$ cat src/rtl/cfg_ldr_pkg.sv
package cfg_ldr_pkg;
  parameter int REF_W    = 14;
  parameter int SWL_W    = 7;
  parameter int CNT_W    = 11;
  parameter int MIN_REF  = 6;
  parameter int REF_INIT = 16383;
  parameter bit SEL_INIT = 1'b1;

  localparam int REF_WORD = REF_W + 2;
  localparam int DIV_WORD = SWL_W + CNT_W + 1;
  localparam int SR_W     = (REF_WORD > DIV_WORD) ? REF_WORD : DIV_WORD;

  typedef struct packed {
    logic             sel;
    logic [REF_W-1:0] ratio;
  } ref_cfg_t;

  typedef struct packed {
    logic [CNT_W-1:0] count;
    logic [SWL_W-1:0] swallow;
  } div_cfg_t;
endpackage

$ cat src/rtl/sl_sync.sv
module sl_sync #(
  parameter int N      = 1,
  parameter int STAGES = 2
) (
  input  logic         clk,
  input  logic         rst_n,
  input  logic [N-1:0] d,
  output logic [N-1:0] q
);
  logic [N-1:0] chain [STAGES];

  genvar g;
  generate
    for (g = 0; g < STAGES; g++) begin : g_stage
      if (g == 0) begin : g_first
        always_ff @(posedge clk or negedge rst_n)
          if (!rst_n) chain[g] <= '0;
          else        chain[g] <= d;
      end else begin : g_next
        always_ff @(posedge clk or negedge rst_n)
          if (!rst_n) chain[g] <= '0;
          else        chain[g] <= chain[g-1];
      end
    end
  endgenerate

  assign q = chain[STAGES-1];
endmodule

$ cat src/rtl/sl_shifter.sv
module sl_shifter
  import cfg_ldr_pkg::*;
(
  input  logic            clk,
  input  logic            rst_n,
  input  logic            sclk_s,
  input  logic            din_s,
  output logic            shift_en,
  output logic [SR_W-1:0] sr
);
  logic sclk_d;

  always_ff @(posedge clk or negedge rst_n)
    if (!rst_n) sclk_d <= 1'b0;
    else        sclk_d <= sclk_s;

  assign shift_en = sclk_s & ~sclk_d;

  always_ff @(posedge clk or negedge rst_n)
    if (!rst_n)        sr <= '0;
    else if (shift_en) sr <= {sr[SR_W-2:0], din_s};

  AST_SHIFT_TAKES_BIT: assert property (@(posedge clk) disable iff (!rst_n)
    shift_en |=> (sr[0] == $past(din_s)) && (sr[SR_W-1:1] == $past(sr[SR_W-2:0])));
  AST_NO_EDGE_NO_SHIFT: assert property (@(posedge clk) disable iff (!rst_n)
    !shift_en |=> $stable(sr));
endmodule

$ cat src/rtl/sl_latches.sv
module sl_latches
  import cfg_ldr_pkg::*;
(
  input  logic            clk,
  input  logic            rst_n,
  input  logic            le_s,
  input  logic [SR_W-1:0] sr,
  output ref_cfg_t        ref_q,
  output div_cfg_t        div_q
);
  function automatic logic ratio_legal(input logic [REF_W-1:0] r);
    return r >= REF_W'(MIN_REF);
  endfunction

  ref_cfg_t ref_word;
  div_cfg_t div_word;
  logic     route_ref;
  logic     ref_wr, div_wr, ref_reject;

  assign route_ref  = sr[0];
  assign ref_word   = sr[REF_WORD-1:1];
  assign div_word   = sr[DIV_WORD-1:1];
  assign ref_wr     = le_s &  route_ref & ratio_legal(ref_word.ratio);
  assign ref_reject = le_s &  route_ref & ~ratio_legal(ref_word.ratio);
  assign div_wr     = le_s & ~route_ref;

  always_ff @(posedge clk or negedge rst_n)
    if (!rst_n)      ref_q <= '{sel: SEL_INIT, ratio: REF_W'(REF_INIT)};
    else if (ref_wr) ref_q <= ref_word;

  always_ff @(posedge clk or negedge rst_n)
    if (!rst_n)      div_q <= '0;
    else if (div_wr) div_q <= div_word;

  AST_RATIO_LEGAL: assert property (@(posedge clk) disable iff (!rst_n)
    ref_q.ratio >= REF_W'(MIN_REF));
  AST_REJECT_KEEPS: assert property (@(posedge clk) disable iff (!rst_n)
    ref_reject |=> $stable(ref_q));
  AST_LE_LOW_HOLDS: assert property (@(posedge clk) disable iff (!rst_n)
    !le_s |=> ($stable(ref_q) && $stable(div_q)));
  AST_DIV_ROUTE_SPARES_REF: assert property (@(posedge clk) disable iff (!rst_n)
    (le_s && !route_ref) |=> $stable(ref_q));
  AST_REF_ROUTE_SPARES_DIV: assert property (@(posedge clk) disable iff (!rst_n)
    (le_s && route_ref) |=> $stable(div_q));
endmodule

$ cat src/rtl/sl_refcnt.sv
module sl_refcnt
  import cfg_ldr_pkg::*;
(
  input  logic             clk,
  input  logic             rst_n,
  input  logic [REF_W-1:0] ratio,
  output logic             fr
);
  logic [REF_W-1:0] cnt;
  logic             term;

  function automatic logic [REF_W-1:0] count_next(input logic [REF_W-1:0] c,
                                                  input logic [REF_W-1:0] r);
    return (c == REF_W'(1)) ? r : c - REF_W'(1);
  endfunction

  assign term = (cnt == REF_W'(1));

  always_ff @(posedge clk or negedge rst_n)
    if (!rst_n) begin
      cnt <= REF_W'(REF_INIT);
      fr  <= 1'b0;
    end else begin
      cnt <= count_next(cnt, ratio);
      fr  <= term;
    end

  AST_FR_ONE_WIDE: assert property (@(posedge clk) disable iff (!rst_n)
    fr |=> !fr);
  AST_CNT_NONZERO: assert property (@(posedge clk) disable iff (!rst_n)
    cnt != '0);
  AST_RELOAD_AT_TC: assert property (@(posedge clk) disable iff (!rst_n)
    fr |-> (cnt == $past(ratio)));
endmodule

$ cat src/rtl/serial_cfg_loader.sv
module serial_cfg_loader
  import cfg_ldr_pkg::*;
(
  input  logic             clk,
  input  logic             rst_n,
  input  logic             ser_clk,
  input  logic             ser_data,
  input  logic             ser_le,
  output logic [REF_W-1:0] ref_ratio,
  output logic             presc_sel,
  output logic [SWL_W-1:0] swallow_val,
  output logic [CNT_W-1:0] count_val,
  output logic             fr
);
  logic [2:0]      sync_q;
  logic            sclk_s, din_s, le_s, shift_en;
  logic [SR_W-1:0] sr;
  ref_cfg_t        ref_q;
  div_cfg_t        div_q;

  sl_sync #(.N(3), .STAGES(2)) u_sync (
    .clk(clk), .rst_n(rst_n),
    .d({ser_le, ser_data, ser_clk}), .q(sync_q)
  );
  assign {le_s, din_s, sclk_s} = sync_q;

  sl_shifter u_shift (
    .clk(clk), .rst_n(rst_n), .sclk_s(sclk_s), .din_s(din_s),
    .shift_en(shift_en), .sr(sr)
  );

  sl_latches u_latch (
    .clk(clk), .rst_n(rst_n), .le_s(le_s), .sr(sr),
    .ref_q(ref_q), .div_q(div_q)
  );

  sl_refcnt u_refcnt (
    .clk(clk), .rst_n(rst_n), .ratio(ref_q.ratio), .fr(fr)
  );

  assign ref_ratio   = ref_q.ratio;
  assign presc_sel   = ref_q.sel;
  assign swallow_val = div_q.swallow;
  assign count_val   = div_q.count;

  AST_RESET_FR_LOW: assert property (@(posedge clk)
    !rst_n |=> !fr);
endmodule

$ cat config.mk
export PLATFORM = sky130hd
export DESIGN_NAME = serial_cfg_loader
export DESIGN_NICKNAME = d
export VERILOG_FILES = /design/src/rtl/cfg_ldr_pkg.sv /design/src/rtl/sl_sync.sv /design/src/rtl/sl_shifter.sv /design/src/rtl/sl_latches.sv /design/src/rtl/sl_refcnt.sv /design/src/rtl/serial_cfg_loader.sv
export SDC_FILE = /design/constraint.sdc
export NUM_CORES = 1
export LEC_CHECK = 0
export BUFFER_PORTS_ARGS = -buffer_cell sky130_fd_sc_hd__buf_2
export CAP_MARGIN = 20
export CORE_UTILIZATION = 57
export DETAILED_ROUTE_END_ITERATION = 6
export PLACE_DENSITY_LB_ADDON = 0.12
export SETUP_SLACK_MARGIN = 0.15
export SLEW_MARGIN = 20
export SYNTH_ARGS = -nofsm -noshare
export SYNTH_HDL_FRONTEND = slang
export SYNTH_SLANG_ARGS = --single-unit
$ cat constraint.sdc
create_clock -name clk -period 2.2 [get_ports clk]
set_clock_uncertainty 0.05 [all_clocks]
set_input_delay 0.22 -clock clk [delete_from_list [all_inputs] [get_ports clk]]
set_output_delay 0.22 -clock clk [all_outputs]
set_load 0.005 [all_outputs]
# [Word-level counts from Yosys, hierarchy flattened]
# Cells that the tools add are included.
[op_classes] bitwise_logic=6 addsub=1 mux=1 magnitude_cmp=1 eq_ne=1
[ops] operator="equality test 14 x 1 -> 1 bit (second input constant)" count=1
[ops] operator=">= comparator 14 x 3 -> 1 bit (second input constant)" count=1
[ops] operator="two-way mux 14 bit" count=1
[ops] operator="subtractor 14 x 1 -> 14 bit (second input constant)" count=1
[ops] operator="AND 1 bit" count=4
[ops] operator="inverter 1 bit" count=2
[word_totals] inputBits=5 word_cells=20 output_inout_bits=34 ff_bits=74

# [Depth between registers and ports, before layout]
[logic_depth] ltp_word=2 mapped_depth=7

# [By module]
# A second synthesis with hierarchy kept.
[hier_totals] cells_unflattened=213 hier_area_um2=3119.2
[by_module_without_submodules] module="sl_latches" cells_per_inst=78 seq_area_each_um2=844.6 instances=1 area_per_inst_um2=1277.5
[by_module_without_submodules] module="sl_shifter" cells_per_inst=42 seq_area_each_um2=500.5 instances=1 area_per_inst_um2=839.6
[by_module_without_submodules] module="sl_refcnt" cells_per_inst=84 seq_area_each_um2=392.9 instances=1 area_per_inst_um2=829.5
[by_module_without_submodules] module="sl_sync" cells_per_inst=9 seq_area_each_um2=150.1 instances=1 area_per_inst_um2=172.7

# [Least setup slack after synthesis]
# OpenSTA, ideal clock, no wires.
[synth_path] path_kind="register to register" startpoint="register u_refcnt.cnt[0]" endpoint="register u_refcnt.cnt[8]" setup_slack_ns=0.403 n_path_buf=1 synth_period_minus_slack_ns=1.797 stages_incl_launch_ff=8 required_time_ns=2.068 setup_time_ns=0.082 t_arrival_ns=1.665 path_cell_list="dfstp_2 -> inv_1 -> ha_1 -> or3b_2 -> clkbuf_1 -> nor3_1 -> xor2_1 -> mux2_2"
[synth_via] elab_chain_len=2 word_cells_on_any_way=3 cone_classes="1 x add/sub; 1 x eq/ne; 1 x mux"
[synth_lines] item="start: declaration" line_no="sl_refcnt.sv:9" source="logic [REF_W-1:0] cnt;"
[synth_lines] item="start signal: assignment" line_no="sl_refcnt.sv:21" source="cnt <= REF_W'(REF_INIT);"
[synth_lines] item="start signal: assignment" line_no="sl_refcnt.sv:24" source="cnt <= count_next(cnt, ratio);"
[synth_lines] item="subtractor 14 x 1 -> 14 bit / equality test 14 x 1 -> 1 bit (equally long branches)" line_no="sl_refcnt.sv:14" source="return (c == REF_W'(1)) ? r : c - REF_W'(1);"
[synth_lines] item="two-way mux 14 bit (*)" line_no="sl_refcnt.sv:14"
# Mark *: on every way between the ends. The rest lies on a longest branch, timed or not.
# A chain may end at the register's enable or synchronous reset.

# [Final worst setup path]
[layout_path] startpoint="register u_refcnt.cnt[8]" endpoint="register u_refcnt.cnt[2]"
[layout_via] elab_chain_len=2
[layout_lines] item="equality test 14 x 1 -> 1 bit" line_no="sl_refcnt.sv:14"
[layout_lines] item="two-way mux 14 bit" line_no="sl_refcnt.sv:14"
# No other way between the ends.

==> impl.org <==
** STA
- Max-slew headroom at the worst pin :: 75.1%
- Setup slack on the critical path of the routed design comes to 0.280 ns.
- Slew at the pin closest to its max-slew limit :: 0.374 ns
- Final-layout setup total negative slack :: 0 ns
- Setup violations remaining at the end of the flow were counted as 0.
- Maximum frequency from static timing analysis :: 521 MHz
- Number of max-slew violations in the final report :: 0
- After layout, the minimum clock period comes to 1.92 ns.
- The total count of hold-check failures in the final report came to 0.
- Setup repair after global routing left no endpoint under its margin.
- Fraction of the cycle the final worst path needs :: 87.3%

** Synthesis
- When the netlist entered floorplanning its net count stood at 217.
- Yosys mapped a number of flops with a built-in enable equal to 0.
- Post-synthesis adder-cell area fraction :: 0.821%
- Synthesized instance count :: 210
- After synthesis, the share of cell area in mux cells is 19.6%.
- Number of warnings issued by yosys :: 0
- Prevailing post-synth register cell :: sky130_fd_sc_hd__dfrtp_1
- Synthesis-stage register bit count :: 74
- Summing the areas of all compound-gate instances in the mapped netlist gives 3.20% of the synthesized area.
- Each instance of the synthesized netlist takes up on average 14.5 um2.
- Fraction of registers with async set/reset :: 100%
- Netlist area before placement :: 3050 um2
- The synthesized netlist contains 32 unique library cells.
- Share of synthesized area occupied by flip-flops and latches :: 61.9%
- Summing the areas of all and, or, nand and nor instances in the mapped netlist gives 9.23% of the synthesized area.
- Post-Synth XOR/XNOR Area :: 2.87%
- Largest family of logic cells by synthesized area :: multiplexers

** Finish
- Number of nets in the layout :: 265
- Area growth, synth to finish :: 18.7%
- Register Area :: 1890 um2
- The library cell used most frequently in the layout, excluding fill and tap cells, is sky130_fd_sc_hd__mux2_2.
- In the final layout, the multi-input gates occupy 1090 um2.
- After filler insertion, the fill cell instance count of the layout stands at 407.
- Most used cells in the layout excluding fill and tap cells :: 53 x sky130_fd_sc_hd__mux2_2, 45 x sky130_fd_sc_hd__dfrtp_1, 38 x sky130_fd_sc_hd__buf_2
- The repair_antennas step left the layout with diodes totalling 0.
- Share of cells above drive strength 1 :: 60.1%

** Global route
- Global routing usage summed across all routing layers :: 20.9%
- The initial antenna violation count is 0.
- Number of global-route vias before repair :: 1782
- Maximum number of pins on one net before global-route repair :: 75
- The first global-routing pass estimated 8.47 mm of wire.
- Global routing finished with a remaining overflow of 0.

** Worst setup path
- Tracing the worst setup path back leads to its startpoint at u_refcnt.cnt[8].
- Endpoint arrival time on the critical path :: 2.13 ns
- Crit Reg-Reg Startpoint :: u_refcnt.cnt[8]
- Critical path start-end classification :: flop to flop
- STA puts the critical path data required time at 2.41 ns.
- STA classifies the critical path endpoint as a flop.
- Reg2reg path depth :: 5
- Maximum fanout encountered on the critical timing path :: 9
- Worst Setup Start Kind :: flop

** CTS
- The cell sitting at the root of the clock tree is a sky130_fd_sc_hd__clkbuf_8.
- Number of clock sinks :: 74
- Count of hold-fix buffers inserted at cts :: 4
- After clock tree synthesis, the clock-pin slew on the worst setup and hold paths is 0.07 ns.
- In this run, CTS created clock tree buffers numbering 9.
- Post-CTS repair changed the size of 0 cells.
- Clock latency of the later-clocked register in the worst-skew pair :: 0.33 ns
- TritonCTS built the clock tree.
- Once the clock tree was built, the setup fixing pass inserted 0 buffers.
- In this run the deepest clock path goes through 2 buffers.
- H-tree level count :: 3

** Flow run
- Max-cap violations in this run came to 0.

** Hold path
- Worst min-delay path class :: flop to flop
- Cells on Worst Hold Path :: 0
- In this run the most critical hold path is launched from u_sync.chain[5].

** Pwr
- Reported leakage power :: 0.00161 uW
- PD cells :: 1170 nW/um2
- The worst-case IR drop observed on VDD is 0.000678 V.

** Placement
- Input and output buffers added on the ports amount to 38.
- Detailed placement finished with a half-perimeter wire length of 3.47 mm.
- At the end of routability-driven placement, the weighted congestion stood at 0.766.
- Before CTS, the worst setup slack after placement is 0.293 ns.

** Route
- Wire per inst :: 15.4 um
- After detailed routing, the number of vias per cell comes to 5.36.
- For this block, the initial DRC count from the detailed router was 89.
- After detailed routing, the number of remaining DRC violations is 0.
- Via count :: 1786
- The count of nets left with antenna violations once routing finished came out at 0.
- The final layout contains routed wiring with a total length of 5.13 mm.
- For this run, the detailed router's first-pass iteration total came to 4.

** Floorplanning
- Die boundary width :: 75.1 um
- IO Pins :: 39
- The die is 75.1 um tall.
- In this run the standard cell core region covers 5140 um2.
- Initial Util :: 59.3%
- The die covers 5650 um2.
- Number of placement rows :: 26

** Status
- The flow ran to the end, and the final reports show no timing, DRC or antenna violations.
## where the power goes
part | switching [uW] | internal (uW) | leakage [uW] | total [uW]
clock network | 458 | 811 | 0.000129 | 1270
logic | 278 | 506 | 0.000609 | 785
registers | 351 | 1840 | 0.000871 | 2190
total | 1090 | 3160 | 0.00161 | 4250
## sequential cells by signal, indices dropped and copies added, names as in the netlist
name and cells:
u_sync.q 3, u_shift.sr 19, u_shift.sclk_d 1, u_refcnt.cnt 14
u_latch.div_q 18, u_refcnt.fr 1, u_latch.ref_q 15, u_sync.chain 3
## critical path: stages (launching register included)
cell and delay [ns]:
sky130_fd_sc_hd__dfstp_2 0.39, sky130_fd_sc_hd__or4_4 0.57, sky130_fd_sc_hd__nor3_2 0.22, sky130_fd_sc_hd__nand2b_1 0.25, sky130_fd_sc_hd__buf_4 0.24, sky130_fd_sc_hd__a21oi_1 0.14
## synth_stat cells, drive strengths merged, types with 2 or more instances
cell type / count / share of area (%)
xor2: 2 / 0.57
a21oi: 12 / 2.0
dfstp: 29 / 25
ha: 2 / 0.82
clkbuf: 3 / 0.41
nor3: 18 / 4.8
nand2: 2 / 0.25
dfrtp: 45 / 37
nor4: 3 / 0.62
nand2b: 3 / 0.62
nor2: 5 / 0.62
inv: 4 / 0.49
or3: 3 / 0.82
buf: 8 / 1.5
mux2: 53 / 20
or4: 2 / 0.62
xnor2: 8 / 2.3
## layout make-up
| class | count | area share [%] |
|---|---|---|
| Timing Repair Buffer | 48 | 7.95 |
| Inverter | 4 | 0.415 |
| Tap cell | 70 | 2.42 |
| Sequential cell | 74 | 52.2 |
| Clock buffer | 11 | 4.18 |
| Multi-Input combinational cell | 121 | 30.1 |
| Clock inverter | 5 | 2.77 |
## metrics by stage
step	total power, uW	utilization (%)	cell area [um2]	instances	hold slack [ns]
after floorplan	2570	-	3050	210	-0.126
after global placement	2980	64.7	3330	313	0.228
after CTS	4300	70.4	3620	333	0.311
after detailed placement	3010	64.7	3330	313	0.227
after global routing	4490	70.4	3620	333	0.316
final	4250	70.4	3620	333	0.306
## cell families after synthesis
| kind of cell | Yosys count |
|---|---|
| compound gates | 17 |
| xor+xnor | 10 |
| fa+ha+maj | 2 |
| buf+inv | 15 |
| flops | 74 |
| mux | 53 |
| simple gates | 39 |
## routing by layer
layer	share of wire [%]	track usage (%)
met5	0	0
met4	1.9	10.9
met3	2.6	4.69
met2	48	32.4
met1	47	27.9
## path summary, 6_finish.rpt
check / slack (ns) / end
worst max register to register: 0.28 / u_refcnt.cnt[2]
worst min register to register: 0.31 / u_sync.q[2]
min in group asynchronous: 0.40 / u_latch.div_q[0]
worst min-delay path: 0.31 / u_sync.q[2]
worst max-delay path: 0.28 / u_refcnt.cnt[2]
max in group asynchronous: 1.35 / u_latch.ref_q[4]
Power figures use the tool's default switching activity.
